[src/rtl/wdt_pkg.sv]
package wdt_pkg;

    typedef enum logic [1:0] {
        ST_OFF,
        ST_RUN,
        ST_BARK,
        ST_EXPIRED
    } wdt_state_e;

    typedef struct packed {
        logic irq_en;
        logic run;
    } wdt_ctrl_t;

    localparam int CTRL_W = $bits(wdt_ctrl_t);

endpackage

[src/rtl/wdt_regs.sv]
module wdt_regs
    import wdt_pkg::*;
#(
    parameter int ADDR_W  = 8,
    parameter int DATA_W  = 32,
    parameter bit ALT_MAP = 1'b0
) (
    input  logic              clk,
    input  logic              por_n,
    input  logic              wr_en,
    input  logic [ADDR_W-1:0] addr,
    input  logic [DATA_W-1:0] wdata,
    input  logic              status_bit,
    output logic [DATA_W-1:0] rdata,
    output wdt_ctrl_t         ctrl,
    output logic [DATA_W-1:0] warn_thr,
    output logic [DATA_W-1:0] expiry_thr,
    output logic              kick
);

    localparam int OFS_KICK_I   = ALT_MAP ? 32'h38 : 32'h04;
    localparam int OFS_CTRL_I   = ALT_MAP ? 32'h40 : 32'h08;
    localparam int OFS_STAT_I   = ALT_MAP ? 32'h44 : 32'h0C;
    localparam int OFS_WARN_I   = ALT_MAP ? 32'h4C : 32'h10;
    localparam int OFS_EXPIRY_I = ALT_MAP ? 32'h5C : 32'h14;

    localparam logic [ADDR_W-1:0] OFS_KICK   = OFS_KICK_I[ADDR_W-1:0];
    localparam logic [ADDR_W-1:0] OFS_CTRL   = OFS_CTRL_I[ADDR_W-1:0];
    localparam logic [ADDR_W-1:0] OFS_STAT   = OFS_STAT_I[ADDR_W-1:0];
    localparam logic [ADDR_W-1:0] OFS_WARN   = OFS_WARN_I[ADDR_W-1:0];
    localparam logic [ADDR_W-1:0] OFS_EXPIRY = OFS_EXPIRY_I[ADDR_W-1:0];

    logic sel_kick, sel_ctrl, sel_stat, sel_warn, sel_expiry, sel_any;

    wdt_ctrl_t         ctrl_q;
    logic [DATA_W-1:0] warn_q;
    logic [DATA_W-1:0] expiry_q;

    always_comb begin
        sel_kick   = (addr == OFS_KICK);
        sel_ctrl   = (addr == OFS_CTRL);
        sel_stat   = (addr == OFS_STAT);
        sel_warn   = (addr == OFS_WARN);
        sel_expiry = (addr == OFS_EXPIRY);
        sel_any    = sel_kick | sel_ctrl | sel_stat | sel_warn | sel_expiry;
    end

    always_ff @(posedge clk or negedge por_n) begin
        if (!por_n) begin
            ctrl_q   <= '0;
            warn_q   <= '0;
            expiry_q <= '0;
        end else if (wr_en) begin
            if (sel_ctrl)   ctrl_q   <= wdt_ctrl_t'(wdata[CTRL_W-1:0]);
            if (sel_warn)   warn_q   <= wdata;
            if (sel_expiry) expiry_q <= wdata;
        end
    end

    always_comb begin
        rdata = '0;
        if (sel_ctrl)   rdata[CTRL_W-1:0] = ctrl_q;
        if (sel_stat)   rdata[0]          = status_bit;
        if (sel_warn)   rdata             = warn_q;
        if (sel_expiry) rdata             = expiry_q;
    end

    assign ctrl       = ctrl_q;
    assign warn_thr   = warn_q;
    assign expiry_thr = expiry_q;
    assign kick       = wr_en & sel_kick & wdata[0];

    assert_unmapped_write_R9: assert property (@(posedge clk) disable iff (!por_n)
        (wr_en && !sel_any) |=> ($stable(ctrl_q) && $stable(warn_q) && $stable(expiry_q)));

    assert_ctrl_hold_R3: assert property (@(posedge clk) disable iff (!por_n)
        !wr_en |=> $stable(ctrl_q));

endmodule

[src/rtl/wdt_core.sv]
module wdt_core
    import wdt_pkg::*;
#(
    parameter int CNT_W = 32
) (
    input  logic             clk,
    input  logic             por_n,
    input  logic             run,
    input  logic             kick,
    input  logic [CNT_W-1:0] warn_thr,
    input  logic [CNT_W-1:0] expiry_thr,
    output logic             warn_hit,
    output logic             rst_req,
    output logic             expired_flag
);

    wdt_state_e       state_q, state_d;
    logic [CNT_W-1:0] cnt_q, cnt_d;
    logic             warn_set, expiry_fire;
    logic             warn_q, rst_q, flag_q;

    // next-state and count
    always_comb begin
        state_d     = state_q;
        cnt_d       = cnt_q;
        warn_set    = 1'b0;
        expiry_fire = 1'b0;
        if (!run) begin
            state_d = ST_OFF;
            cnt_d   = '0;
        end else if (kick) begin
            state_d = ST_RUN;
            cnt_d   = '0;
        end else begin
            unique case (state_q)
                ST_OFF: begin
                    state_d = ST_RUN;
                    cnt_d   = '0;
                end
                ST_RUN, ST_BARK: begin
                    if (cnt_q == expiry_thr) begin
                        state_d     = ST_EXPIRED;
                        expiry_fire = 1'b1;
                        warn_set    = (cnt_q == warn_thr);
                    end else begin
                        cnt_d = cnt_q + 1'b1;
                        if (cnt_q == warn_thr) begin
                            warn_set = 1'b1;
                            state_d  = ST_BARK;
                        end
                    end
                end
                ST_EXPIRED: begin
                    state_d = ST_EXPIRED;
                end
            endcase
        end
    end

    // state register
    always_ff @(posedge clk or negedge por_n) begin
        if (!por_n) begin
            state_q <= ST_OFF;
            cnt_q   <= '0;
        end else begin
            state_q <= state_d;
            cnt_q   <= cnt_d;
        end
    end

    // outputs
    always_ff @(posedge clk or negedge por_n) begin
        if (!por_n) begin
            warn_q <= 1'b0;
            rst_q  <= 1'b0;
            flag_q <= 1'b0;
        end else begin
            rst_q  <= expiry_fire;
            flag_q <= flag_q | expiry_fire;
            if (!run || kick) warn_q <= 1'b0;
            else if (warn_set) warn_q <= 1'b1;
        end
    end

    assign warn_hit     = warn_q;
    assign rst_req      = rst_q;
    assign expired_flag = flag_q;

    assert_single_pulse_R5: assert property (@(posedge clk) disable iff (!por_n)
        rst_q |=> !rst_q);

    assert_pulse_from_expiry_R5: assert property (@(posedge clk) disable iff (!por_n)
        rst_q |-> (state_q == ST_EXPIRED));

    assert_status_sticky_R8: assert property (@(posedge clk) disable iff (!por_n)
        flag_q |=> flag_q);

    assert_stop_clears_R3: assert property (@(posedge clk) disable iff (!por_n)
        !run |=> (cnt_q == '0 && !warn_q && state_q == ST_OFF));

    assert_kick_clears_R4: assert property (@(posedge clk) disable iff (!por_n)
        (run && kick) |=> (cnt_q == '0 && !warn_q));

    assert_no_wrap_R10: assert property (@(posedge clk) disable iff (!por_n)
        (state_q == ST_EXPIRED && run && !kick) |=> $stable(cnt_q));

endmodule

[src/rtl/wdt_bark_bite.sv]
module wdt_bark_bite
    import wdt_pkg::*;
#(
    parameter int ADDR_W  = 8,
    parameter int DATA_W  = 32,
    parameter bit ALT_MAP = 1'b0
) (
    input  logic              clk,
    input  logic              por_n,
    input  logic              wr_en,
    input  logic [ADDR_W-1:0] addr,
    input  logic [DATA_W-1:0] wdata,
    output logic [DATA_W-1:0] rdata,
    output logic              irq_bark,
    output logic              rst_req
);

    wdt_ctrl_t         ctrl;
    logic [DATA_W-1:0] warn_thr, expiry_thr;
    logic              kick, warn_hit, expired_flag;

    wdt_regs #(
        .ADDR_W (ADDR_W),
        .DATA_W (DATA_W),
        .ALT_MAP(ALT_MAP)
    ) u_regs (
        .clk       (clk),
        .por_n     (por_n),
        .wr_en     (wr_en),
        .addr      (addr),
        .wdata     (wdata),
        .status_bit(expired_flag),
        .rdata     (rdata),
        .ctrl      (ctrl),
        .warn_thr  (warn_thr),
        .expiry_thr(expiry_thr),
        .kick      (kick)
    );

    wdt_core #(
        .CNT_W(DATA_W)
    ) u_core (
        .clk         (clk),
        .por_n       (por_n),
        .run         (ctrl.run),
        .kick        (kick),
        .warn_thr    (warn_thr),
        .expiry_thr  (expiry_thr),
        .warn_hit    (warn_hit),
        .rst_req     (rst_req),
        .expired_flag(expired_flag)
    );

    assign irq_bark = warn_hit & ctrl.irq_en;

    assert_irq_drop_on_stop_R3: assert property (@(posedge clk) disable iff (!por_n)
        (!ctrl.run) |=> !irq_bark);

endmodule

[config.mk]
export PLATFORM = sky130hd
export DESIGN_NAME = wdt_bark_bite
export DESIGN_NICKNAME = d
export VERILOG_FILES = /design/src/rtl/wdt_pkg.sv /design/src/rtl/wdt_regs.sv /design/src/rtl/wdt_core.sv /design/src/rtl/wdt_bark_bite.sv
export SDC_FILE = /design/constraint.sdc
export NUM_CORES = 1
export LEC_CHECK = 0
export ABC_AREA = 0
export BUFFER_PORTS_ARGS = -buffer_cell sky130_fd_sc_hd__buf_2
export CORE_ASPECT_RATIO = 1.4
export CORE_MARGIN = 10
export CORE_UTILIZATION = 40
export CTS_BUF_LIST = sky130_fd_sc_hd__clkbuf_2 sky130_fd_sc_hd__clkbuf_4 sky130_fd_sc_hd__clkbuf_8
export DETAILED_ROUTE_END_ITERATION = 16
export GPL_TIMING_DRIVEN = 0
export MAX_ROUTING_LAYER = met4
export PLACE_DENSITY = 0.55
export SYNTH_ARGS = -nofsm -noshare
export SYNTH_HDL_FRONTEND = slang
export SYNTH_SLANG_ARGS = --single-unit
[constraint.sdc]
create_clock -name clk -period 7.5 [get_ports clk]
set_input_delay 1.5 -clock clk [delete_from_list [all_inputs] [get_ports clk]]
set_output_delay 1.5 -clock clk [all_outputs]
set_load 0.02 [all_outputs]
==> results.py <==
metrics = {
    "timing": {
        "relSlewSlack_pct": 35.0,
        "tns_ns": 0,
        "timing.fmax_ghz": 0.190,
        "period_share_pct": 70.2,
        "setup_viol": 0,
        "skew_ns": 0.0122,
        "period_needed_ns": 5.27,
        "worst_pin_slew_ns": 0.975,
        "rsz0062_at_grt": "no",
        "hold_viol": 0,
        "slew_viol_final": 0,
    },
    "synthesis": {
        "syn-cell-area_um2": 5970,
        "ys_seq_area_share_pct": 43.1,
        "syn_nets": 609,
        "yosysUniqueCellTypes": 57,
        "postSynthCellCount": 563,
        "synth-edff-count": 0,
        "synthArstFlopShare_pct": 100,
        "syn_avg_cell_area_um2": 10.6,
        "ys_warn_count": 0,
        "ys_ff_latch": 103,
        "synth-main-ff-cell": "dfrtp_1",
    },
    "place": {
        "place_congestion": 0.874,
        "dp_hpwl_um": 13800,
        "placed_cells": 829,
        "port_buffers": 76,
    },
    "power_and_ir_drop": {
        "power.internal_uw": 796,
        "p_per_area_nw_per_um2": 161,
        "max-vdd-ir-drop_mv": 0.101,
        "p_switching_uw": 305,
        "leakage_uw": 0.00319,
        "pwr-share-comb_pct": 12.6,
        "sw_frac_of_total_pct": 27.7,
        "clockPowerShare_pct": 33.8,
        "seqPwrFrac_pct": 53.7,
    },
    "global_route": {
        "use_met2_pct": 32.3,
        "grt-ovfl-total": 0,
        "track_usage_pct": 17.9,
        "grt_pass1_vias": 4884,
        "antenna_found_initial": 0,
        "grt_max_degree": 59,
        "grt_pass1_wl_um": 26900,
        "use_met3_pct": 3.21,
        "grt_busiest_layer": "met2",
        "use_met1_pct": 19.1,
    },
    "cts": {
        "cts_made_buffers": 9,
        "cts_sinks": 103,
        "ctsHoldBuffers": 0,
        "htree_num_levels": 3,
        "cts_tree": "done",
        "postCtsSetupBuffers": 0,
        "clkLatencyLatePin_ns": 0.38,
        "clk_pin_slew_ns": 0.11,
        "post_cts_resized": 0,
        "clk_path_buf_depth": 2,
        "cts-root-buf": "clkbuf_8",
    },
    "routing": {
        "postRouteAntennaNets": 0,
        "route.vias.total": 4539,
        "drtIter0Drc": 207,
        "firstDrtPassIters": 4,
        "drcViolationCount": 0,
        "detail_route.vias_per_cell": 5.38,
        "wirelength_um": 17300,
        "routedWlPerCell_um": 20.5,
    },
    "setup_path": {
        "critPathLaunch": "addr[5]",
        "critPathBufInv": 5,
        "cp.required_ns": 6.00,
        "slowest_delay_ns": 0.41,
        "path_depth": 9,
        "cp_top_family": "simple AND/OR/NAND/NOR gates",
        "crit_chain": "buf_2 > or3_4 > buf_6 > or3b_1 > or3_1 > clkbuf_1 > clkbuf_1 > nor2_1 > buf_2",
        "endpoint_kind": "output port",
        "crit_end": "rdata[11]",
        "critPathLaunchType": "input pin",
        "rr_endpoint": "u_core.cnt_q[20]",
        "crit_type": "in2out",
        "crit_fanout": 10,
        "crit_arrival_ns": 3.77,
        "r2r_setup_slack_ns": 4.43,
        "slowest_stage": "or3b_1",
        "r2r-start": "u_core.state_q[1]",
        "reg2reg_depth": 9,
    },
    "flow_run": {
        "cap_violations": 0,
    },
    "die": {
        "die_area_um2": 20300,
        "core_area_um2": 14600,
        "die_w_um": 123,
        "ios": 77,
        "die_h_um": 165,
        "fp-row-count": 52,
        "initial_core_util_pct": 41.0,
    },
    "cells_and_area": {
        "fin_util_pct": 46.8,
        "synthToLayoutAreaGrowth_pct": 14.2,
        "drive_gt1_share_pct": 28.9,
        "nets": 697,
        "fin_cells": 844,
        "num_antenna_cells": 0,
    },
    "hold_path": {
        "hold_class": "reg2reg",
    },
    "run_status": {
        "status": "finished, final reports clean",
    },
}
-- routing by layer --
layer | part of all wire [%] | up-vias
li1 | - | 2171
met1 | 40 | 2259
met2 | 54 | 86
met3 | 3.5 | 23
met4 | 2.6 | 0
met5 | 0 | -
-- cell usage in the layout, fill, tap and decap left out, types with 2 or more instances in the layout --
cell and n:
mux2_1 4, inv_6 3, a21oi_1 20, or3_1 7
nor3_1 3, o21ai_0 11, buf_1 2, nor2b_1 3
a21o_1 2, a31oi_2 2, inv_1 8, mux2_2 65
or3_4 2, o21a_1 3, xnor2_1 51, nor2_1 51
clkbuf_8 10, nand4_1 23, xor2_1 16, nand2_1 27
buf_2 83, mux2i_1 40, and4_1 11, and3_1 4
a31o_2 7, nand3_2 2, nand2b_1 9, and2_1 3
o31a_1 3, dfrtp_1 103, clkbuf_1 23, nand3_1 14
nor4_1 8, ha_1 3
-- Yosys cell counts (all sizes together), types with 4 or more instances --
| library cell | instances | share of area, % |
|---|---|---|
| dfrtp | 103 | 43 |
| mux2 | 69 | 13 |
| nor2 | 52 | 3.3 |
| xnor2 | 51 | 7.5 |
| mux2i | 40 | 6.7 |
| nand2 | 27 | 1.7 |
| clkbuf | 24 | 1.5 |
| nand4 | 23 | 2.4 |
| a21oi | 20 | 1.7 |
| nand3 | 16 | 1.5 |
| xor2 | 16 | 2.3 |
| and4 | 11 | 1.6 |
| buf | 11 | 0.98 |
| o21ai | 11 | 0.92 |
| inv | 9 | 0.57 |
| nand2b | 9 | 0.94 |
| nor4 | 9 | 1.0 |
| or3 | 9 | 1.1 |
| a31o | 7 | 1.0 |
| nor3 | 5 | 0.69 |
| and3 | 4 | 0.42 |
-- sequential cells by signal, indices dropped and copies added, names as in the netlist --
name                 count
u_regs.ctrl              2
u_core.rst_req           1
u_regs.warn_thr         32
u_core.cnt_q            32
u_core.warn_hit          1
u_regs.expiry_thr       32
u_core.state_q           2
u_core.expired_flag      1
-- kinds of logic (layout without fill, tap and decap cells) --
group	after synthesis	in the layout	synth area share, %
AND/OR/NAND/NOR	175	175	15.9
multiplexers	109	109	19.7
flip-flops	103	103	43.1
XOR/XNOR	67	67	9.82
AO/OA/AOI/OAI	62	62	7.69
buffers and inverters	44	136	3.08
adder cells (fa/ha/maj)	3	3	0.628
-- cell type report --
type	count	area (µm²)
fillers	1417	7750
multi-input cells	416	3210
flip-flops and latches	103	2580
repair buffers	77	410
well taps	189	236
plain buffers	35	150
clock buffers	10	138
clock inverters	5	63.8
inverters	9	33.8
-- power groups by stage --
stage	clock network [µW]	registers [µW]	logic [µW]
6_report	372	591	138
4_1_cts	382	591	140
3_3_place_gp	0	601	135
2_1_floorplan	0	596	83.6
5_1_grt	403	593	151
3_5_place_dp	0	602	139
-- through the flow --
| step | cell area, µm² | hold slack (ns) | power, µW | setup WS (ns) |
|---|---|---|---|---|
| after floorplan | 5970 | 0.435 | 680 | 2.64 |
| after global placement | 6590 | 0.455 | 736 | 2.24 |
| after detailed placement | 6620 | 0.459 | 741 | 2.23 |
| after CTS | 6820 | 0.487 | 1110 | 2.22 |
| after global routing | 6820 | 0.499 | 1150 | 2.13 |
| final | 6820 | 0.478 | 1100 | 2.23 |
-- worst reg2reg max path, delay by kind of cell, from the launching register on --
family	cells	cell delay, ns
buf+inv	5	1.43
flops	1	0.40
compound gates	1	0.62
simple gates	1	0.11
fa+ha+maj	1	0.26
mux	1	0.17
-- worst min-delay path by stage --
stage / slack [ns] / from / depth (start not counted) / endpoint
floorplan: 0.44 / u_core.expired_flag / 1 / u_core.expired_flag
global placement: 0.46 / u_core.expired_flag / 1 / u_core.expired_flag
detailed placement: 0.46 / u_core.expired_flag / 1 / u_core.expired_flag
CTS: 0.49 / u_core.expired_flag / 1 / u_core.expired_flag
global route: 0.50 / u_core.expired_flag / 1 / u_core.expired_flag
finish: 0.48 / u_core.expired_flag / 1 / u_core.expired_flag
No activity file was read; power rests on OpenSTA's default activity.
